$ cat config.mk
export PLATFORM = sky130hd
export DESIGN_NAME = mdio_mgmt_master
export DESIGN_NICKNAME = d
export VERILOG_FILES = /design/src/rtl/mdio_pkg.sv /design/src/rtl/mdio_clkgen.sv /design/src/rtl/mdio_regs.sv /design/src/rtl/mdio_frame.sv /design/src/rtl/mdio_mgmt_master.sv
export SDC_FILE = /design/constraint.sdc
export NUM_CORES = 1
export LEC_CHECK = 0
export BUFFER_PORTS_ARGS = -buffer_cell sky130_fd_sc_hd__buf_2
export CAP_MARGIN = 30
export CORE_MARGIN = 10
export CORE_UTILIZATION = 54
export DETAILED_ROUTE_END_ITERATION = 10
export GPL_ROUTABILITY_DRIVEN = 0
export HOLD_SLACK_MARGIN = 0.06
export PLACE_DENSITY = 0.76
export SYNTH_ARGS = -nofsm -noshare
export SYNTH_HDL_FRONTEND = slang
export SYNTH_SLANG_ARGS = --single-unit
export TNS_END_PERCENT = 10
$ cat constraint.sdc
create_clock -name clk -period 4.5 [get_ports clk]
set_input_delay 0.225 -clock clk [delete_from_list [all_inputs] [get_ports clk]]
set_output_delay 0.225 -clock clk [all_outputs]
set_load 0.05 [all_outputs]
$ cat src/rtl/mdio_pkg.sv
package mdio_pkg;

  localparam int REG_AW     = 5;
  localparam int FRAME_BITS = 64;
  localparam int PRE_BITS   = 32;
  localparam int IDX_W      = $clog2(FRAME_BITS);
  localparam int TA1_IDX    = 46;
  localparam int TA2_IDX    = 47;
  localparam int DATA_IDX   = 48;
  localparam int START_BIT  = 14;

  localparam logic [REG_AW-1:0] OFS_CMD   = 5'h00;
  localparam logic [REG_AW-1:0] OFS_ADDR  = 5'h04;
  localparam logic [REG_AW-1:0] OFS_WDATA = 5'h08;
  localparam logic [REG_AW-1:0] OFS_RDATA = 5'h0C;
  localparam logic [REG_AW-1:0] OFS_STAT  = 5'h10;

  // Field order matches command bits 13:0
  typedef struct packed {
    logic [1:0] ftype;
    logic [1:0] opc;
    logic [4:0] port;
    logic [4:0] dev;
  } mdio_cmd_t;

endpackage

$ cat src/rtl/mdio_clkgen.sv
module mdio_clkgen #(
  parameter int DIV_HALF = 10
) (
  input  logic clk,
  input  logic rst_n,
  input  logic run,
  output logic mdc,
  output logic rise_tick,
  output logic fall_tick
);
  logic mdc_q, mdc_d;
  logic wrap;

  generate
    if (DIV_HALF == 1) begin : g_nodiv
      assign wrap = run;
    end else begin : g_div
      localparam int CW = $clog2(DIV_HALF);
      logic [CW-1:0] cnt_q, cnt_d;
      assign wrap = run && (cnt_q == CW'(DIV_HALF - 1));
      always_comb begin
        if (!run)      cnt_d = '0;
        else if (wrap) cnt_d = '0;
        else           cnt_d = cnt_q + 1'b1;
      end
      always_ff @(posedge clk or negedge rst_n) begin
        if (!rst_n) cnt_q <= '0;
        else        cnt_q <= cnt_d;
      end
    end
  endgenerate

  always_comb begin
    if (!run)      mdc_d = 1'b0;
    else if (wrap) mdc_d = ~mdc_q;
    else           mdc_d = mdc_q;
  end

  always_ff @(posedge clk or negedge rst_n) begin
    if (!rst_n) mdc_q <= 1'b0;
    else        mdc_q <= mdc_d;
  end

  assign mdc       = mdc_q;
  assign rise_tick = wrap && !mdc_q;
  assign fall_tick = wrap &&  mdc_q;
endmodule

$ cat src/rtl/mdio_regs.sv
module mdio_regs
  import mdio_pkg::*;
(
  input  logic              clk,
  input  logic              rst_n,
  input  logic              bus_wr,
  input  logic [REG_AW-1:0] bus_addr,
  input  logic [15:0]       bus_wdata,
  input  logic              busy,
  input  logic              fail,
  input  logic [15:0]       rd_word,
  output logic [31:0]       bus_rdata,
  output logic              launch,
  output mdio_cmd_t         launch_cmd,
  output logic [15:0]       addr_reg,
  output logic [15:0]       wdata_reg
);
  mdio_cmd_t   cmd_q, cmd_d;
  logic [15:0] addr_q, addr_d, wd_q, wd_d;
  logic        cmd_acc;

  assign cmd_acc    = bus_wr && (bus_addr == OFS_CMD) && !busy;
  assign launch     = cmd_acc && bus_wdata[START_BIT];
  assign launch_cmd = mdio_cmd_t'(bus_wdata[13:0]);

  always_comb begin
    cmd_d  = cmd_q;
    addr_d = addr_q;
    wd_d   = wd_q;
    if (cmd_acc)                            cmd_d  = mdio_cmd_t'(bus_wdata[13:0]);
    if (bus_wr && bus_addr == OFS_ADDR)     addr_d = bus_wdata;
    if (bus_wr && bus_addr == OFS_WDATA)    wd_d   = bus_wdata;
  end

  always_ff @(posedge clk or negedge rst_n) begin
    if (!rst_n) begin
      cmd_q  <= '0;
      addr_q <= '0;
      wd_q   <= '0;
    end else begin
      cmd_q  <= cmd_d;
      addr_q <= addr_d;
      wd_q   <= wd_d;
    end
  end

  always_comb begin
    case (bus_addr)
      OFS_CMD:   bus_rdata = {17'b0, busy, cmd_q};
      OFS_ADDR:  bus_rdata = {16'b0, addr_q};
      OFS_WDATA: bus_rdata = {16'b0, wd_q};
      OFS_RDATA: bus_rdata = {16'b0, rd_word};
      OFS_STAT:  bus_rdata = {31'b0, fail};
      default:   bus_rdata = '0;
    endcase
  end

  assign addr_reg  = addr_q;
  assign wdata_reg = wd_q;
endmodule

$ cat src/rtl/mdio_frame.sv
module mdio_frame
  import mdio_pkg::*;
(
  input  logic        clk,
  input  logic        rst_n,
  input  logic        launch,
  input  mdio_cmd_t   launch_cmd,
  input  logic [15:0] addr_reg,
  input  logic [15:0] wdata_reg,
  input  logic        rise_tick,
  input  logic        fall_tick,
  input  logic        mdio_i,
  output logic        busy,
  output logic        fail,
  output logic [15:0] rd_word,
  output logic        mdio_o,
  output logic        mdio_oe
);
  localparam logic [IDX_W-1:0] LAST = IDX_W'(FRAME_BITS - 1);

  logic                  busy_q, busy_d;
  logic [IDX_W-1:0]      idx_q, idx_d;
  logic [FRAME_BITS-1:0] sh_q, sh_d;
  logic                  rd_q, rd_d;
  logic [15:0]           rdat_q, rdat_d;
  logic                  fail_q, fail_d;
  logic [15:0]           field;
  logic [FRAME_BITS-1:0] word;

  always_comb begin
    if (launch_cmd.ftype == 2'd0 && launch_cmd.opc == 2'd0) field = addr_reg;
    else                                                    field = wdata_reg;
    word = {{PRE_BITS{1'b1}}, launch_cmd.ftype, launch_cmd.opc,
            launch_cmd.port, launch_cmd.dev, 2'b10, field};
  end

  always_comb begin
    busy_d = busy_q;
    idx_d  = idx_q;
    sh_d   = sh_q;
    rd_d   = rd_q;
    rdat_d = rdat_q;
    fail_d = fail_q;
    if (launch) begin
      busy_d = 1'b1;
      idx_d  = '0;
      sh_d   = word;
      rd_d   = launch_cmd.opc[1];
      fail_d = 1'b0;
    end else if (busy_q) begin
      if (rise_tick && rd_q) begin
        if (idx_q == IDX_W'(TA2_IDX) && mdio_i) fail_d = 1'b1;
        if (idx_q >= IDX_W'(DATA_IDX))          rdat_d = {rdat_q[14:0], mdio_i};
      end
      if (fall_tick) begin
        if (idx_q == LAST) begin
          busy_d = 1'b0;
        end else begin
          idx_d = idx_q + 1'b1;
          sh_d  = {sh_q[FRAME_BITS-2:0], 1'b0};
        end
      end
    end
  end

  always_ff @(posedge clk or negedge rst_n) begin
    if (!rst_n) begin
      busy_q <= 1'b0;
      idx_q  <= '0;
      sh_q   <= '0;
      rd_q   <= 1'b0;
      rdat_q <= '0;
      fail_q <= 1'b0;
    end else begin
      busy_q <= busy_d;
      idx_q  <= idx_d;
      sh_q   <= sh_d;
      rd_q   <= rd_d;
      rdat_q <= rdat_d;
      fail_q <= fail_d;
    end
  end

  assign mdio_oe = busy_q && !(rd_q && idx_q >= IDX_W'(TA1_IDX));
  assign mdio_o  = mdio_oe && sh_q[FRAME_BITS-1];
  assign busy    = busy_q;
  assign fail    = fail_q;
  assign rd_word = rdat_q;
endmodule

$ cat src/rtl/mdio_mgmt_master.sv
module mdio_mgmt_master
  import mdio_pkg::*;
#(
  parameter int DIV_HALF = 10
) (
  input  logic              clk,
  input  logic              rst_n,
  input  logic              bus_wr,
  input  logic [REG_AW-1:0] bus_addr,
  input  logic [15:0]       bus_wdata,
  output logic [31:0]       bus_rdata,
  output logic              mdc,
  output logic              mdio_o,
  output logic              mdio_oe,
  input  logic              mdio_i
);
  logic        rst_m, rst_s;
  logic        busy, fail, launch, rise_tick, fall_tick;
  mdio_cmd_t   launch_cmd;
  logic [15:0] addr_reg, wdata_reg, rd_word;

  // reset asserts at once, releases on a clock edge
  always_ff @(posedge clk or negedge rst_n) begin
    if (!rst_n) begin
      rst_m <= 1'b0;
      rst_s <= 1'b0;
    end else begin
      rst_m <= 1'b1;
      rst_s <= rst_m;
    end
  end

  mdio_regs u_regs (
    .clk(clk), .rst_n(rst_s), .bus_wr(bus_wr), .bus_addr(bus_addr),
    .bus_wdata(bus_wdata), .busy(busy), .fail(fail), .rd_word(rd_word),
    .bus_rdata(bus_rdata), .launch(launch), .launch_cmd(launch_cmd),
    .addr_reg(addr_reg), .wdata_reg(wdata_reg)
  );

  mdio_clkgen #(.DIV_HALF(DIV_HALF)) u_clk (
    .clk(clk), .rst_n(rst_s), .run(busy), .mdc(mdc),
    .rise_tick(rise_tick), .fall_tick(fall_tick)
  );

  mdio_frame u_frame (
    .clk(clk), .rst_n(rst_s), .launch(launch), .launch_cmd(launch_cmd),
    .addr_reg(addr_reg), .wdata_reg(wdata_reg), .rise_tick(rise_tick),
    .fall_tick(fall_tick), .mdio_i(mdio_i), .busy(busy), .fail(fail),
    .rd_word(rd_word), .mdio_o(mdio_o), .mdio_oe(mdio_oe)
  );
endmodule

# Yosys cells after proc, flatten, opt, wreduce, memory -nomap -nowiden

Cells that the tools add are included.

Logic and storage cells: 80
Register bits after elaboration: 142
Input bits: 25
Output and inout port bits: 35

Reductions and logical operators: 27
Multiplexer cells: 22
Bitwise logic cells: 2
$lt $le $gt $ge: 2
Equal/unequal tests: 9
Add/subtract/negate cells: 2

Operator list:

| cell                | count |
|---|---|
| $mux 64             | 4 |
| $pmux 16 s5         | 1 |
| $mux 6              | 4 |
| $mux 16             | 1 |
| $logic_and 1x1->1   | 14 |
| $eq 6x6->1 const B  | 2 |
| $ge 6x6->1 const B  | 2 |
| $eq 5x4->1 const B  | 2 |
| $mux 1              | 10 |
| $mux 4              | 2 |
| $reduce_bool 2->1   | 4 |
| $add 6x1->6 const B | 1 |
| $reduce_and 3->1    | 2 |
| $eq 5x3->1 const B  | 1 |
| $eq 5x5->1 const B  | 1 |
| $logic_not 5->1     | 1 |
| $add 4x1->4 const B | 1 |
| $eq 4x4->1 const B  | 1 |
| $logic_not 2->1     | 2 |
| $reduce_and 4->1    | 1 |
| $logic_not 1->1     | 3 |
| $ne 2x1->1 const B  | 1 |
| $ne 2x2->1 const B  | 1 |
| $not 1->1           | 2 |

# Depth between registers and ports, before layout

Depth in word-level cells: 7
Mapped depth: 8
Gate-level depth less buffers: 6

# Cells and area by module

From an unflattened synthesis, not the netlist that was laid out.

Cell total of the unflattened synthesis: 600
Area total of the unflattened synthesis: 7150.6 sq um

By module, submodules not included:

| module           | area an instance (sq um) | sequential area each (sq um) | cells each | times used |
|---|---|---|---|---|
| mdio_frame       | 4241.6                   | 2227.1                       | 396        | 1 |
| mdio_regs        | 2598.7                   | 1151.1                       | 177        | 1 |
| mdio_clkgen      | 256.5                    | 125.1                        | 24         | 1 |
| mdio_mgmt_master | 53.8                     | 50.0                         | 3          | 1 |

# Worst setup path before layout

Ideal clock, no wire load.

Kind: input to output
Start point: input port bus_addr[2]
End point: output port bus_rdata[0]
Buffers on the path: 1
Cell stages on the path: 5
Path slack: 2.251 ns
Arrival time: 2.024 ns
Data required time: 4.275 ns
Cell sequence: clkbuf_1 > mux4_2 > nor2b_1 > a31oi_1 > nor3_1

Word-level cells in the longest chain between the ends: 2
Elaborated cells between the ends (all ways): 6
Those cells by class: 4 x eq/ne; 1 x mux; 1 x reduce/logical

Ends and longest elaborated chain:

| what                               | line                   | text |
|---|---|---|
| start, declared                    | mdio_mgmt_master.sv:9  | `input logic [REG_AW-1:0] bus_addr,` |
| $eq 5x5->1 (tied with other cells) | mdio_regs.sv:48        | `case (bus_addr)` |
| $pmux 16 s5 *                      | mdio_regs.sv:48        |  |
| end, declared                      | mdio_mgmt_master.sv:11 | `output logic [31:0] bus_rdata,` |

Mark *: on every way between the ends. The rest lies on a longest branch, timed or not.

# Worst setup path after layout

Start point: input port bus_addr[4]
End point: output port bus_rdata[9]

Same word-level chain as after synthesis.

==> out/qor.txt <==
Fin Setup TNS: 0 ns
Worst Hold Path EP: u_frame.rd_word[0]
Initial drt markers: 436
Main area contributors after synthesis: dfrtp_1 54%, mux2_2 6.9%, nand2_1 4.9%, mux2_4 4.6%, nand3_1 4.5%
Crit-path max FO: 16
Clock power frac: 42.0%
Final setup vio count: 0
GR Util All Layers: 18.00%
Comb power frac: 10.4%
Number of synthesized flops with an enable pin: 0
Synthesis-stage register bit count: 142
Hold WC Path Type: in2reg
CTS tree: built
DR WL/cell: 18.18 um
Arrival time worst endpoint: 2.17 ns
Hold Crit Start: mdio_i
Vias/cell: 5.862
Fmax: 0.4170 GHz
Static Leak: 3.347 nW
Final std cells w/o fill: 809
TritonCTS Buffers: 17
Vias: 4742
Share of layout cells above drive strength 1: 22.69%
Pwr Total: 3.225 mW
Max VDD drop: 0.2709 mV
Worst Hold Depth: 2
Layout Nets: 678
Total core area: 11960 um2
Reg with most FFs: u_frame.sh_q
Placed cell count: 776
Yosys top cell area share: 54.26%
Synthesized area: 6549 um2
Synth warnings: 0
Power density over the cells: 435.9 nW/um2
Final Hold Vio Count: 0
Internal Power: 2.406 mW
Die W: 130.1 um
Clk pin slew, worst setup/hold paths: 0.05 ns
Critical Path Sink Type: primary output
Placed cell area: 6803 um2
Reg2reg end: u_frame.rd_word[2]
GRT Residual Overflow: 0
Area of the multi-input gates: 2754 um2
Slew margin rel.: 27.79%
Minimum clock period: 2.398 ns
First-pass GRT wire length: 24240 um
Final Max Slew Viols: 0
RSZ-0062 raised after global routing: false
Post-synth top area cell: dfrtp_1
WL final: 14710 um
Register area share after synthesis: 54.26%
Period utilization: 53.29%
IO Pins: 60
Asr flop ratio synth: 100.0%
Starting Density: 54.75%
Skew final: 0.009851 ns
Net Switching: 0.8196 mW
FF+latch area: 3557 um2
Worst Setup Start Kind: input port
Drt pass-1 iters: 6
Max Cap Viol: 0
# rows: 40
Skew-Pair Late Insertion Delay: 0.42 ns
Largest net degree at the start of global routing: 77
Initial antenna violation count: 1
Die ar.: 16930 um2
Port bufs: 43
Most used DFF post-synth: dfrtp_1
Sw Share: 25.41%
DRC Markers: 0
Area Overhead vs Synth: 12.97%
Setup Crit Path Kind: in2out
Count of cell types in the netlist: 43
Reg2Reg Setup Slack: 2.14 ns
Syn_area_per_cell: 10.55 um2
Crit Reg-Reg Startpoint: u_clk.g_div.cnt_q[1]
Number of flip-flops in the largest register: 64
Design area: 7398 um2
Fillcell total: 935
Critical path data required time: 4.28 ns
Post-Synthesis Cells: 621
Worst r2r path cells: 6
Number of routed nets with antenna violations: 0
Clk sink count: 142
Vias in the first global route: 4826
Clock root cell: clkbuf_16
CTS H-Tree Depth: 4
Outcome: finished, final reports clean
Sequential share of power: 47.6%
Setup bufs post-CTS: 0
Fin util: 61.85%
Post-DP HPWL: 9798 um
Worst slew pin tran: 1.074 ns
Die Span Y: 130.1 um
CTS max path bufs: 2
==> cell families (layout without fill, tap and decap cells) <==
group	count (synthesis)	count (layout)	synth area share, %
adder cells (fa/ha/maj)	3	3	0.5732
buffers and inverters	60	85	4.853
other	2	18	0.1147
flip-flops	142	142	54.26
AO/OA/AOI/OAI	77	77	7.948
AND/OR/NAND/NOR	266	266	18.95
XOR/XNOR	4	4	0.5349
multiplexers	67	67	12.76
==> power groups by stage <==
stage / Sequential, mW / Combinational, mW / Clock [mW]
floorplan: 1.52 / 0.267 / 0
detailed placement: 1.55 / 0.332 / 0
global route: 1.55 / 0.366 / 1.44
finish: 1.54 / 0.334 / 1.35
global placement: 1.54 / 0.314 / 0
CTS: 1.53 / 0.337 / 1.37
==> worst max-delay path: stages <==
cell and delay, ns:
buf_2 0.12, or3_4 0.44, nor3b_4 0.68, a222oi_1 0.31, nand2_1 0.12, buf_2 0.27
==> metal layers <==
layer	GRT usage [%]	share of wire, %	wire length, um	up-vias
li1	-	-	-	2176
met1	22.09	42	6208	2390
met2	29.71	50	7418	157
met3	5.152	6.2	919	19
met4	6.349	1.1	160	0
met5	0	0	0	-
==> cell usage in the layout (no fill, tap or decap), types with 4 or more instances in the layout <==
cell type	synthesis	routed
inv_1	4	4
mux2i_1	4	4
o211ai_1	15	15
conb_1	2	17
nand3_1	59	59
and2_1	4	4
a222oi_1	15	15
buf_4	16	4
nand2_1	86	86
dfrtp_1	142	141
xnor2_1	4	4
clkbuf_16	0	17
nand4_1	4	4
buf_2	14	43
mux2_4	20	20
clkinvlp_4	0	5
mux2_2	40	40
nand2b_1	17	17
nor2_1	75	75
o21ai_0	35	35
==> Yosys cell counts (all sizes together), types with 3 or more instances <==
| cell type | n |
|---|---|
| buf | 36 |
| a31oi | 3 |
| mux2 | 62 |
| dfrtp | 142 |
| a21oi | 3 |
| nor2 | 75 |
| a222oi | 15 |
| o21ai | 35 |
| ha | 3 |
| inv | 4 |
| nand3 | 59 |
| clkbuf | 20 |
| nand2b | 17 |
| and2 | 4 |
| mux2i | 4 |
| nand2 | 89 |
| and3 | 3 |
| xnor2 | 4 |
| nor3 | 4 |
| o211ai | 15 |
| nor2b | 3 |
| nand4 | 4 |
==> area by class of cell <==
class / count / share of cell area, %
clock inverter: 10 / 1.573
clock buffer: 20 / 6.173
inverter: 4 / 0.2029
sequential: 142 / 48.08
tap: 147 / 2.486
antenna: 1 / 0.03382
multi-input combinational: 434 / 37.22
timing repair buffer: 51 / 4.228
==> through the flow <==
step	hold WS [ns]	worst slack [ns]
detailed placement	0.01333	2.157
finish	0.08501	2.102
global placement	0.01079	2.162
floorplan	-0.07059	0.2507
global route	0.09290	2.011
CTS	0.07403	2.132
==> timing repair <==
item / 4_1_cts / 5_1_grt
hold buffers: 2 / 0
hold endpoints to repair: 4 / 0
gates resized for setup: 0 / 0
endpoints found under the setup margin: 0 / 0
==> worst max-delay path by stage <==
stage	start	to	cells after the start
finish	bus_addr[4]	bus_rdata[9]	6
global route	u_clk.g_div.cnt_q[1]	u_frame.rd_word[14]	6
CTS	bus_addr[4]	bus_rdata[9]	6
detailed placement	bus_addr[4]	bus_rdata[6]	6
global placement	bus_addr[4]	bus_rdata[12]	6
floorplan	rst_s	u_clk.g_div.cnt_q[0]	0
(Power assumes the default switching activity.)
